==> config.mk <==
export PLATFORM = sky130hd
export DESIGN_NAME = port_contention_arbiter
export DESIGN_NICKNAME = d
export VERILOG_FILES = /design/src/rtl/dpa_pkg.sv /design/src/rtl/port_history.sv /design/src/rtl/contention_arbiter.sv /design/src/rtl/slave_gate.sv /design/src/rtl/port_contention_arbiter.sv
export SDC_FILE = /design/constraint.sdc
export NUM_CORES = 1
export LEC_CHECK = 0
export BUFFER_PORTS_ARGS = -buffer_cell sky130_fd_sc_hd__buf_2
export CAP_MARGIN = 10
export CORE_ASPECT_RATIO = 0.5
export CORE_MARGIN = 2
export CORE_UTILIZATION = 40
export DETAILED_ROUTE_END_ITERATION = 7
export HOLD_SLACK_MARGIN = 0.12
export REMOVE_ABC_BUFFERS = 1
export SLEW_MARGIN = 20
export SYNTH_ARGS = -nofsm -noshare
export SYNTH_HDL_FRONTEND = slang
export SYNTH_SLANG_ARGS = --single-unit
==> constraint.sdc <==
create_clock -name clk -period 2.1 [get_ports clk]
set_clock_uncertainty 0.1 [all_clocks]
set_input_delay 0.42 -clock clk [delete_from_list [all_inputs] [get_ports clk]]
set_output_delay 0.42 -clock clk [all_outputs]
set_load 0.01 [all_outputs]
==> src/rtl/dpa_pkg.sv <==
package dpa_pkg;
  typedef enum logic [1:0] {
    OWN_NONE  = 2'd0,
    OWN_LEFT  = 2'd1,
    OWN_RIGHT = 2'd2
  } owner_e;

  localparam int unsigned NPORTS = 2;
endpackage

==> src/rtl/port_history.sv <==
// One-cycle history of a port: whether it already sat on its current
// address, and whether its access changed at this edge.
module port_history #(
  parameter int unsigned ADDR_W = 13
) (
  input  logic              clk,
  input  logic              rst_n,
  input  logic              en,
  input  logic [ADDR_W-1:0] addr,
  output logic              held,
  output logic              changed
);
  logic              prev_en;
  logic [ADDR_W-1:0] prev_addr;

  always_ff @(posedge clk) begin
    if (!rst_n) begin
      prev_en   <= 1'b0;
      prev_addr <= '0;
    end else begin
      prev_en   <= en;
      prev_addr <= addr;
    end
  end

  assign held    = en & prev_en & (addr == prev_addr);
  assign changed = (en != prev_en) | (en & (addr != prev_addr));
endmodule

==> src/rtl/contention_arbiter.sv <==
// Match detection, first-arrival resolution and ownership hold.
module contention_arbiter
  import dpa_pkg::*;
#(
  parameter int unsigned ADDR_W    = 13,
  parameter bit          LEFT_WINS = 1'b1
) (
  input  logic              clk,
  input  logic              rst_n,
  input  logic [1:0]        en,
  input  logic [ADDR_W-1:0] addr_l,
  input  logic [ADDR_W-1:0] addr_r,
  input  logic [1:0]        held,
  output logic [1:0]        busy
);
  logic   match;
  owner_e owner_q, fresh_pick, winner;

  assign match = en[0] & en[1] & (addr_l == addr_r);

  always_comb begin
    if (held[0] && !held[1])      fresh_pick = OWN_LEFT;
    else if (held[1] && !held[0]) fresh_pick = OWN_RIGHT;
    else                          fresh_pick = LEFT_WINS ? OWN_LEFT : OWN_RIGHT;

    if (!match)                   winner = OWN_NONE;
    else if (owner_q != OWN_NONE) winner = owner_q;
    else                          winner = fresh_pick;
  end

  always_ff @(posedge clk) begin
    if (!rst_n) owner_q <= OWN_NONE;
    else        owner_q <= winner;
  end

  assign busy[0] = (winner == OWN_RIGHT);
  assign busy[1] = (winner == OWN_LEFT);

  p_release_r4: assert property (@(posedge clk) disable iff (!rst_n)
    (!en[0] || !en[1]) |-> (busy == 2'b00));

  p_first_wins_r2: assert property (@(posedge clk) disable iff (!rst_n)
    (match && !$past(match) && held[0] && !held[1]) |-> (busy == 2'b10));

  p_owner_hold_r6: assert property (@(posedge clk) disable iff (!rst_n)
    (match && (|busy)) |=> (!match || (busy == $past(busy))));
endmodule

==> src/rtl/slave_gate.sv <==
// Settle window for an imported busy: a write is released only after
// the access and the busy input have been quiet for SETTLE cycles.
module slave_gate #(
  parameter int unsigned SETTLE = 2
) (
  input  logic clk,
  input  logic rst_n,
  input  logic busy_in,
  input  logic changed,
  output logic ok
);
  localparam int unsigned CW = (SETTLE < 1) ? 1 : $clog2(SETTLE + 1);
  localparam logic [CW-1:0] CMAX = CW'(SETTLE);

  logic [CW-1:0] cnt;

  always_ff @(posedge clk) begin
    if (!rst_n)                 cnt <= '0;
    else if (changed | busy_in) cnt <= '0;
    else if (cnt != CMAX)       cnt <= cnt + CW'(1);
  end

  assign ok = (cnt == CMAX) & ~changed & ~busy_in;

  p_block_busy_r10: assert property (@(posedge clk) disable iff (!rst_n)
    busy_in |-> !ok);

  p_settled_r10: assert property (@(posedge clk) disable iff (!rst_n)
    ok |-> $past(!busy_in));
endmodule

==> src/rtl/port_contention_arbiter.sv <==
module port_contention_arbiter
  import dpa_pkg::*;
#(
  parameter int unsigned ADDR_W        = 13,
  parameter bit          LEFT_WINS     = 1'b1,
  parameter int unsigned SETTLE_CYCLES = 2
) (
  input  logic              clk,
  input  logic              rst_n,
  input  logic              master_mode,
  input  logic              l_en,
  input  logic              l_we,
  input  logic [ADDR_W-1:0] l_addr,
  input  logic              r_en,
  input  logic              r_we,
  input  logic [ADDR_W-1:0] r_addr,
  input  logic              l_busy_in,
  input  logic              r_busy_in,
  output logic              l_busy,
  output logic              r_busy,
  output logic              l_we_out,
  output logic              r_we_out,
  output logic              l_stale,
  output logic              r_stale
);
  logic [NPORTS-1:0] en_v, we_v, busy_in_v;
  logic [NPORTS-1:0] held_v, changed_v, ok_v;
  logic [NPORTS-1:0] busy_loc, busy_v, we_out_v, stale_v;
  logic [ADDR_W-1:0] addr_v [NPORTS];

  assign en_v      = {r_en, l_en};
  assign we_v      = {r_we, l_we};
  assign busy_in_v = {r_busy_in, l_busy_in};
  assign addr_v[0] = l_addr;
  assign addr_v[1] = r_addr;

  contention_arbiter #(
    .ADDR_W    (ADDR_W),
    .LEFT_WINS (LEFT_WINS)
  ) u_arb (
    .clk    (clk),
    .rst_n  (rst_n),
    .en     (en_v),
    .addr_l (l_addr),
    .addr_r (r_addr),
    .held   (held_v),
    .busy   (busy_loc)
  );

  for (genvar p = 0; p < NPORTS; p++) begin : g_port
    port_history #(.ADDR_W(ADDR_W)) u_hist (
      .clk     (clk),
      .rst_n   (rst_n),
      .en      (en_v[p]),
      .addr    (addr_v[p]),
      .held    (held_v[p]),
      .changed (changed_v[p])
    );

    slave_gate #(.SETTLE(SETTLE_CYCLES)) u_gate (
      .clk     (clk),
      .rst_n   (rst_n),
      .busy_in (busy_in_v[p]),
      .changed (changed_v[p]),
      .ok      (ok_v[p])
    );

    always_comb begin
      busy_v[p]   = master_mode ? busy_loc[p] : busy_in_v[p];
      we_out_v[p] = en_v[p] & we_v[p] & (master_mode ? ~busy_loc[p] : ok_v[p]);
      stale_v[p]  = en_v[p] & ~we_v[p] & busy_v[p];
    end
  end

  assign l_busy   = busy_v[0];
  assign r_busy   = busy_v[1];
  assign l_we_out = we_out_v[0];
  assign r_we_out = we_out_v[1];
  assign l_stale  = stale_v[0];
  assign r_stale  = stale_v[1];

  p_gated_left_r7: assert property (@(posedge clk) disable iff (!rst_n)
    l_we_out |-> (l_en && l_we && !l_busy));

  p_gated_right_r7: assert property (@(posedge clk) disable iff (!rst_n)
    r_we_out |-> (r_en && r_we && !r_busy));
endmodule

Word-level counts from Yosys, hierarchy flattened
Cells that the tools add are included.
{ "word_totals": {"out_inout_bits": 6, "regBits": 34} }
{ "classes": {"eq_ne": 13, "bitwise": 33, "n_reduce_logical": 7, "mux": 8, "n_addsub": 2} }
{ "op_table": {"columns": ["cell", "n"], "rows": [
  ["13-bit == test", 3],
  ["13-bit inequality test", 2],
  ["1-bit AND", 20],
  ["1-bit NOT", 9],
  ["2-bit two-way mux", 4],
  ["2-bit == test, second input constant", 3],
  ["2-bit by 1-bit adder with 2-bit output, second input constant", 2],
  ["1-bit two-way mux", 4],
  ["2-bit inequality test, second input constant", 2],
  ["1-bit bitwise OR", 4],
  ["2-bit OR reduction", 2],
  ["2-bit by 1-bit == test with 1-bit output, second input constant", 1],
  ["1-bit logical AND", 2],
  ["1-bit logical NOT", 2],
  ["1-bit inequality test", 2],
  ["2-bit nonzero test", 1]
]} }

Logic depth before layout (Yosys ltp)
Gate-level depths: netlist of the first run.
{ "logic_depth": {"ltp_word": 12, "ltp_mapped": 6, "mapped_depth_nobuf": 6} }

By module
From an unflattened synthesis of the first run, not the netlist that was laid out.
{ "unflattened": {"cells_unflattened": 174, "hier_area_um2": 1656.6} }
{ "modules_own_cells": {"columns": ["mod", "seq_area_each_um2", "n_inst", "area_each_um2", "cells_per_inst"], "rows": [
  ["port_history at g_port[0].u_hist", 280.3, 1, 541.8, 51],
  ["port_history at g_port[1].u_hist", 280.3, 1, 540.5, 51],
  ["contention_arbiter", 40.0, 1, 291.5, 39],
  ["slave_gate", 40.0, 2, 100.1, 11],
  ["port_contention_arbiter", 0.0, 1, 82.6, 11]
]} }

Worst setup path after synthesis of the first run
No wires, ideal clock.
{ "synth_path": {"path_type": "input to output", "from": "input port l_addr[6]", "to": "output port r_busy", "path_buffers": 0, "cell_stages": 5, "arrival_time_ps": 1576, "path_slack_ps": 4, "cell_sequence": "xnor2_1 -> nand4_1 -> or4_4 -> nand4_2 -> a31o_1"} }
{ "synth_via": {"elab_chain_len": 10, "elab_cells_between_ends": 13} }
{ "synth_rtl": {"columns": ["item", "line", "rtl"], "rows": [
  ["from (decl)", "port_contention_arbiter.sv:13", "input logic [ADDR_W-1:0] l_addr,"],
  ["13-bit == test", "port_history.sv:26", "assign held = en & prev_en & (addr == prev_addr);"],
  ["1-bit AND", "port_history.sv:26", null],
  ["1-bit logical NOT", "contention_arbiter.sv:23", "else if (held[1] && !held[0]) fresh_pick = OWN_RIGHT;"],
  ["1-bit logical AND", "contention_arbiter.sv:23", null],
  ["2-bit two-way mux", "contention_arbiter.sv:23", null],
  ["2-bit two-way mux", "contention_arbiter.sv:22", "if (held[0] && !held[1]) fresh_pick = OWN_LEFT;"],
  ["2-bit two-way mux", "contention_arbiter.sv:27", "else if (owner_q != OWN_NONE) winner = owner_q;"],
  ["2-bit two-way mux (*)", "contention_arbiter.sv:26", "if (!match) winner = OWN_NONE;"],
  ["2-bit by 1-bit == test with 1-bit output (*)", "contention_arbiter.sv:37", "assign busy[1] = (winner == OWN_LEFT);"],
  ["1-bit two-way mux (*)", "port_contention_arbiter.sv:69", "busy_v[p] = master_mode ? busy_loc[p] : busy_in_v[p];"],
  ["to (decl)", "port_contention_arbiter.sv:20", "output logic r_busy,"]
]} }
Every way passes the cells marked *; elsewhere a longest branch is shown, timed or not.

Worst setup path in the final report of the first run
{ "layout_path": {"from": "register g_port[0].u_hist.prev_addr[9]", "to": "output port r_busy"} }
{ "layout_via": {"elab_chain_len": 10, "elab_cells_between_ends": 11} }
{ "layout_rtl": {"columns": ["item", "line", "rtl"], "rows": [
  ["from (decl)", "port_history.sv:14", "logic [ADDR_W-1:0] prev_addr;"],
  ["from (signal assigned)", "port_history.sv:22", "prev_addr <= addr;"],
  ["13-bit == test (*)", "port_history.sv:26", null],
  ["1-bit AND (*)", "port_history.sv:26", null],
  ["1-bit logical NOT", "contention_arbiter.sv:23", null],
  ["1-bit logical AND", "contention_arbiter.sv:23", null],
  ["2-bit two-way mux", "contention_arbiter.sv:23", null],
  ["2-bit two-way mux (*)", "contention_arbiter.sv:22", null],
  ["2-bit two-way mux (*)", "contention_arbiter.sv:27", null],
  ["2-bit two-way mux (*)", "contention_arbiter.sv:26", null],
  ["2-bit by 1-bit == test with 1-bit output (*)", "contention_arbiter.sv:37", null],
  ["1-bit two-way mux (*)", "port_contention_arbiter.sv:69", null]
]} }
Marked as above.

==> results of run 1 <==
-- what timing repair did --
item | CTS | global route
gates cloned | 0 | 0
endpoints found under the setup margin | 6 | 6
resized for setup | 21 | 12
buffers inserted | 6 | 2
pin swaps | 22 | 9
-- layer usage --
| layer | part of all wire, % | global-route usage [%] | wire [um] | vias to the layer above |
|---|---|---|---|---|
| li1 | - | - | - | 834 |
| met1 | 52 | 26.8 | 2350 | 734 |
| met2 | 43 | 30.6 | 1940 | 38 |
| met3 | 4.5 | 4.79 | 204 | 8 |
| met4 | 1.4 | 6.85 | 62 | 0 |
| met5 | 0 | 0 | 0 | - |
-- flip-flops by register name, indices dropped and copies added (netlist names) --
name and count:
g_port.u_hist.prev_en 2, g_port.u_hist.prev_addr 26, u_arb.owner_q 2, g_port.u_gate.cnt 4
-- power breakdown --
group          internal (mW)  leakage [nW]  switching (mW)
Combinational          0.180         0.789           0.160
Sequential             0.677         0.283          0.0177
Clock                  0.379        0.0573           0.232
-- cells by family after synthesis --
logic type / Yosys count / share of synthesized area (%)
AOI/OAI and AO/OA: 21 / 8.33
xor gates and xnor gates: 36 / 17.6
and+or+nand+nor: 85 / 30.6
buffers and inverters: 12 / 2.52
DFF: 34 / 38.1
adders and majority gates: 4 / 2.80
-- layout by cell type, fill, tap and decap left out, drive strengths merged, types with 2 or more instances in the layout --
cell / Yosys / routed
xnor2: 24 / 24
and2: 30 / 30
nor2b: 4 / 4
o22ai: 2 / 2
xor2: 12 / 12
a21oi: 4 / 4
nor3: 2 / 2
clkbuf: 3 / 6
nand4: 14 / 14
ha: 4 / 4
nand2b: 2 / 2
a32oi: 2 / 2
inv: 9 / 9
nand2: 3 / 3
a31oi: 2 / 2
and3: 2 / 2
buf: 0 / 77
nor2: 8 / 8
o21ai: 2 / 2
and4: 2 / 2
a211oi: 2 / 2
nand3: 7 / 7
a31o: 2 / 2
nor4: 6 / 6
dfxtp: 34 / 34
-- worst reg2reg max path, stage by stage, from the launching register on --
cell and delay [ps]:
dfxtp_2 330, xnor2_2 170, nand3_2 110, buf_4 150
buf_4 120, buf_4 120, o41ai_1 330, nand3_1 140
nor2_1 110
-- worst paths after layout --
path                                         to  slack [ps]  cells past startpoint
hold / removal    g_port[1].u_hist.prev_addr[5]         290                      2
setup reg to reg        g_port[0].u_gate.cnt[0]         370                      8
setup / recovery                         r_busy        -280                      6
hold reg to reg         g_port[0].u_gate.cnt[1]         400                      2
-- final cells by class --
type | count | area share, %
Sequential cell | 34 | 26.1
Timing Repair Buffer | 77 | 18.5
Clock buffer | 6 | 3.14
Clock inverter | 1 | 1.14
Multi-Input combinational cell | 146 | 47.1
Tap cell | 57 | 2.71
Inverter | 9 | 1.28
==> out/results.tsv, run 1 <==
metric	value	unit
synth_edf_count	0	
hold_start	r_addr[5]	
ys_ff_latch	34	
setup_ws	-279	ps
cts_buffers	5	
path_buf_inv	1	
stdcell_area	2630	sq um
cts_sinks	34	
slew_headroom	70.4	%
drtAntennaViolNets	0	
dp_cells	315	
worstSetupPathType	reg2out	
netlist_top_cells_count	34 x dfxtp_1, 28 x and2_1, 24 x xnor2_1, 12 x nand4_1, 12 x xor2_1	
rr_startpoint	g_port[0].u_hist.prev_addr[9]	
ir_drop	0.433	mV
cts_tree	yes	
num_vias	1614	
ys.flop_type	dfxtp_1	
dieArea	5050	sq um
firstDrtPassIters	4	
status	finished with violations	
clock.fmax	420	MHz
final_max_slew_viol_count	0	
final-seq-area	688	sq um
finalHoldViolations	0	
p_leak	1.13	nW
synth_cell_types	39	
gr-usage-all-layers	19.6	%
synth_area_per_cell	9.31	sq um
worst_slew_pin_slew	442	ps
first_iter_violations	84	
hold_buffers	0	
overflow	0	
drc	0	
grt_pass1_vias	1634	
crit_start	g_port[0].u_hist.prev_addr[9]	
final.min_clock_period	2380	ps
synthMostInstantiatedCell	dfxtp_1	
port-buffer-count	40	
holdWs	292	ps
die_x	98.5	um
multi_input_area	1240	sq um
initial_core_util	41.2	%
synthArstFlopShare	0	%
fin_crit_sh	113	%
clock_latency	290	ps
cpLargestDelayFamily	simple AND/OR/NAND/NOR gates	
hold_path_class	in2reg	
wire_per_inst	13.8	um
syn_area	1790	sq um
final_layout_size_suffix_gt1_share	43.2	%
slowest_stage	or4_4	
ys_seq_area_share	38.1	%
crit_arrival	1860	ps
htreeDepth	2	
setup-tns-final	-1470	ps
antenna_found_initial	0	
final_cells	330	
diodes	0	
rsz0062_at_grt	true	
viasPerCell	4.89	
rows	17	
path_max_fanout	4	
wl	4560	um
cts_buffer_depth	2	
required	1580	ps
dp_hpwl	3520	um
area_growth_syn_to_layout	47.4	%
endpoint_kind	output port	
cts_root_buf	clkbuf_8	
slowest_delay	570	ps
grt_pass1_wl	7600	um
failed_checks	setup timing	
syn_inst	192	
maxCapViolCount	0	
start_kind	flop	
cp_cell_sequence	xnor2_2 > nand3_2 > or4_4 > nand4_4 > a31o_1 > buf_2	
place_congestion	0.823	
post-route-util	60.7	%
postPlaceCellArea	2260	sq um
nFillCells	398	
power_density	625	nW/um^2
yosysWarnings	0	
pin_count	41	
core-area	4340	sq um
die_h	51.3	um
grt_max_degree	22	
setup-violations-final	6	
yosysTopAreaCellShare	38.1	%
layout.nets	312	
cts.clk_slew.worst_paths	70	ps
p_total	1.64	mW
synth_area_leaders	dfxtp_1 38%, xnor2_1 12%, and2_1 9.8%	
yosysTopAreaCell	dfxtp_1	
dpl_worst_slack	-349	ps
No activity file was read; power rests on OpenSTA's default activity.
==> run 2, diff against run 1 <==
--- a/config.mk
+++ b/config.mk
@@ -8,7 +8,6 @@
 export BUFFER_PORTS_ARGS = -buffer_cell sky130_fd_sc_hd__buf_2
 export CAP_MARGIN = 10
 export CORE_ASPECT_RATIO = 0.5
-export CORE_MARGIN = 2
 export CORE_UTILIZATION = 40
 export DETAILED_ROUTE_END_ITERATION = 7
 export HOLD_SLACK_MARGIN = 0.12
==> constraint.sdc (replaced) <==
create_clock -name clk -period 2.1 [get_ports clk]
set_clock_uncertainty 0.1 [all_clocks]
set_input_delay 0.21 -clock clk [delete_from_list [all_inputs] [get_ports clk]]
set_output_delay 0.21 -clock clk [all_outputs]
set_load 0.01 [all_outputs]
==> out/results.tsv, run 2 (synthesized netlist as in run 1, its figures left out) <==
metric	value	unit
status	finished with violations	
failed_checks	setup timing	
start_kind	flop	
wire_per_inst	14.6	um
power_density	651	nW/um^2
cts_sinks	34	
first_iter_violations	70	
overflow	0	
largest_reg_flops	26	
slew_headroom	65.4	%
clock.fmax	451	MHz
final_common_cell	buf_2	
ir_drop	0.376	mV
die_x	96.5	um
fin_crit_sh	106	%
viasPerCell	5.16	
dp_hpwl	3310	um
top_regs	g_port.u_hist.prev_addr x26, g_port.u_gate.cnt x4	
p_total	1.80	mW
final_max_slew_viol_count	0	
postPlaceCellArea	2070	sq um
layout.nets	311	
area_growth_syn_to_layout	54.6	%
clock_latency	290	ps
cts_buffer_depth	2	
pin_count	41	
drc	0	
rsz0062_at_grt	true	
setup-violations-final	6	
core-area	4080	sq um
antenna_found_initial	0	
finalHoldViolations	0	
initial_core_util	43.8	%
grt_pass1_vias	1640	
wl	4760	um
dieArea	4750	sq um
drtAntennaViolNets	0	
hold_path_class	in2reg	
port-buffer-count	40	
final.min_clock_period	2220	ps
path_max_fanout	4	
final_cells	327	
place_congestion	0.795	
required	1790	ps
grt_pass1_wl	7750	um
grt_max_degree	31	
cts_root_buf	clkbuf_8	
gr-usage-all-layers	21.6	%
cts.clk_slew.worst_paths	70	ps
cts_buffers	5	
final_cell_mix	38 x buf_2, 28 x and2_1, 26 x dfxtp_1, 24 x dlygate4sd3_1, 12 x nand4_1	
endpoint_kind	output port	
p_leak	1.14	nW
cts_tree	yes	
worstSetupPathType	reg2out	
final_layout_size_suffix_gt1_share	36.3	%
rows	16	
dp_cells	287	
num_vias	1686	
htreeDepth	2	
die_h	49.3	um
worst_slew_pin_slew	517	ps
stdcell_area	2760	sq um
top_register	g_port.u_hist.prev_addr	
diodes	0	
crit_arrival	1910	ps
maxCapViolCount	0	
holdWs	114	ps
setup_ws	-119	ps
firstDrtPassIters	4	
## run 2: changes by cell type in the layout (fill, tap and decap cells not counted), sizes merged
cell	previous run	this run
buf	77	52
bufinv	1	2
dlygate4sd3	0	24
## run 2: layout make-up
cell class              count  area, sq um
fillers                   335         1320
flip-flops and latches     34          693
well taps                  54         67.6
repair buffers             76          547
clock buffers               6         82.6
inverters                   9         33.8
multi-input cells         146         1280
clock inverters             2         60.1
## run 2: worst paths after layout
check                                       from                             to  slack (ps)  cells after the start
setup reg to reg  g_port[0].u_hist.prev_addr[10]        g_port[0].u_gate.cnt[0]         300                      8
hold reg to reg          g_port[0].u_gate.cnt[1]        g_port[0].u_gate.cnt[1]         400                      2
setup / recovery   g_port[0].u_hist.prev_addr[9]                         r_busy        -120                      6
hold / removal                         l_addr[9]  g_port[0].u_hist.prev_addr[9]         110                      2
## run 2: power by group
group | switching, mW | leakage (nW) | internal (mW)
clock network | 0.251 | 0.0714 | 0.507
logic | 0.166 | 0.781 | 0.179
registers | 0.0191 | 0.284 | 0.676
## run 2: metrics by stage
stage | TNS [ps] | utilization (%) | worst slack, ps
global route | -877 | 67.6 | -191
global placement | 0 | 50.8 | 66.3
CTS | -275 | 64.9 | -84.9
floorplan | 0 | - | 326
finish | -474 | 67.6 | -119
detailed placement | 0 | 50.8 | 43.7
## run 2: routing by layer
metal  share of wire [%]  global-route usage (%)
met4                0.67                    5.15
met3                 6.7                    5.45
met1                  49                    30.7
met5                   0                       0
met2                  43                    32.5
## run 2: worst max-delay path, stage by stage, from the launching register on
cell and delay [ps]:
dfxtp_2 330, xnor2_2 190, nand3_2 130, or4_4 570, nand4_4 130, a31o_1 140, buf_2 120
## run 2: timing repair
item	4_1_cts	5_1_grt
endpoints found under the setup margin	6	6
setup buffers	6	4
pin swaps	22	16
cloned	0	0
hold buffers	24	0
hold endpoints to repair	25	0
gates resized for setup	23	18
==> run 3, diff against run 2 <==
--- a/config.mk
+++ b/config.mk
@@ -5,6 +5,7 @@
 export SDC_FILE = /design/constraint.sdc
 export NUM_CORES = 1
 export LEC_CHECK = 0
+export ABC_AREA = 1
 export BUFFER_PORTS_ARGS = -buffer_cell sky130_fd_sc_hd__buf_2
 export CAP_MARGIN = 10
 export CORE_ASPECT_RATIO = 0.5
==> out/results.tsv, run 3 <==
metric	value	unit
status	finished with violations	
worstSetupPathType	reg2out	
setup-violations-final	2	
rsz0062_at_grt	true	
cts_root_buf	clkbuf_8	
port-buffer-count	40	
area_growth_syn_to_layout	37.9	%
start_kind	flop	
layout.nets	408	
cts_buffer_depth	2	
clock.fmax	475	MHz
dp_hpwl	2900	um
pin_count	41	
reg2regPathDepth	11	
cts_sinks	34	
htreeDepth	2	
ys_ff_latch	34	
power_density	546	nW/um^2
top_register	g_port.u_hist.prev_addr	
yosysTopAreaCellShare	36.7	%
synth_edf_count	0	
ys_seq_area_share	36.7	%
fin_crit_sh	100	%
first_iter_violations	78	
synth_cell_types	21	
finalHoldViolations	0	
netlist_top_cells_count	107 x nand2_1, 72 x inv_1, 34 x dfxtp_1, 23 x nor2_1, 9 x xor2_1	
failed_checks	DRC, setup timing	
stdcell_area	2560	sq um
maxCapViolCount	0	
final_layout_size_suffix_gt1_share	22.2	%
drc	2	
final_common_cell	nand2_1	
core-area	4420	sq um
syn_inst	296	
slew_headroom	58.7	%
viasPerCell	4.30	
yosysTopAreaCell	dfxtp_1	
wire_per_inst	9.92	um
dieArea	4930	sq um
required	1790	ps
grt_max_degree	33	
firstDrtPassIters	8	
clock_latency	280	ps
synth_area_leaders	dfxtp_1 37%, nand2_1 22%, inv_1 15%	
gr-usage-all-layers	19.5	%
die_x	98.4	um
p_total	1.40	mW
ys.flop_type	dfxtp_1	
top_regs	g_port.u_hist.prev_addr x26, g_port.u_gate.cnt x4	
dpl_worst_slack	207	ps
initial_core_util	42.0	%
rows	17	
postPlaceCellArea	2120	sq um
largest_reg_flops	26	
synthArstFlopShare	0	%
synth_area_per_cell	6.27	sq um
final.min_clock_period	2110	ps
die_h	50.2	um
overflow	0	
hold_start	l_en	
setup_ws	-7.20	ps
hold_depth	4	
r2r-end	u_arb.owner_q[0]	
cts_tree	yes	
antenna_found_initial	0	
p_leak	1.47	nW
path_max_fanout	4	
grt_pass1_wl	7290	um
diodes	0	
hold_path_class	in2reg	
cts.clk_slew.worst_paths	60	ps
num_vias	1831	
final_cell_mix	103 x nand2_1, 69 x inv_1, 40 x buf_2, 28 x dlygate4sd3_1, 27 x dfxtp_1	
hold_end	g_port[0].u_gate.cnt[1]	
yosysWarnings	0	
ff2ff_setup_slack	580	ps
endpoint_kind	output port	
cts_buffers	5	
synthMostInstantiatedCell	nand2_1	
wl	4230	um
crit_arrival	1800	ps
final_max_slew_viol_count	0	
ir_drop	0.336	mV
drtAntennaViolNets	0	
worst_slew_pin_slew	619	ps
grt_pass1_vias	1713	
syn_area	1860	sq um
rr_startpoint	g_port[0].u_hist.prev_addr[9]	
place_congestion	0.776	
run 3: cell types whose count changed in the layout (fill, tap and decap cells not counted), moves of 5 or more:
cell and change:
and2_1 -28, buf_4 -10, inv_1 +61, nand2_1 +100, nand2_2 +5, nand4_1 -10, nor2_1 +12, nor2_2 +5
xnor2_2 -11
run 3: routing by layer:
layer	part of all wire (%)	vias up	GRT usage [%]	routed length [um]
li1	-	995	-	-
met1	48	792	24.2	2020
met2	47	36	33.3	1970
met3	4.2	8	4.87	176
met4	1.5	0	7.46	62
met5	0	-	0	0
run 3: where the power goes:
group          switching (mW)  internal, mW
clock network           0.220         0.228
logic                   0.136         0.125
registers              0.0140         0.677
run 3: layout make-up:
cell class                 instances  area (sq um)
fill                             439          1860
multi-input combinational        185           958
sequential                        34           689
timing repair buffer              69           488
inverter                          74           278
clock buffer                       7          76.3
tap                               57          71.3
run 3: cell families after synthesis:
kind of cell,share of synthesized area [%]
compound gates,4.45
flops,36.7
xor+xnor,7.55
buf+inv,15.6
fa+ha+maj,2.70
simple gates,33.1
run 3: repair_timing:
action / in CTS / in global routing
endpoints found under the hold margin: 28 / 0
pin swaps: 1 / 5
endpoints found under the setup margin: 6 / 6
hold buffers: 28 / 0
resized for setup: 3 / 24
buffers inserted: 0 / 1
run 3: critical path, cell delays in order (launching register included):
cell and delay (ps):
dfxtp_1 330, inv_1 50, nand2_1 70, nand2_1 50
nor2_1 80, nand2_1 70, nor2_2 100, nand2_2 90
nor2_4 110, nand2_4 90, a21oi_4 170, nand2_2 80
a21oi_2 110, buf_2 130
run 3: how the worst max path moves through the flow:
stage,from,slack [ps],endpoint,cells after the start
finish,g_port[1].u_hist.prev_addr[4],-7,l_stale,13
global route,g_port[0].u_hist.prev_addr[4],-190,l_we_out,13
CTS,g_port[1].u_hist.prev_addr[6],-60,l_stale,13
detailed placement,l_addr[12],210,r_stale,14
global placement,l_addr[9],230,r_stale,14
floorplan,g_port[0].u_hist.prev_en,530,l_we_out,7
run 3: through the flow:
step,utilization [%],TNS (ps),cells,hold slack (ps)
after floorplan,-,0,293,203
after global placement,47.9,0,390,316
after detailed placement,47.9,0,390,321
after CTS,56.1,-208,425,203
after global routing,57.9,-923,426,246
final,57.9,-9.55,426,203
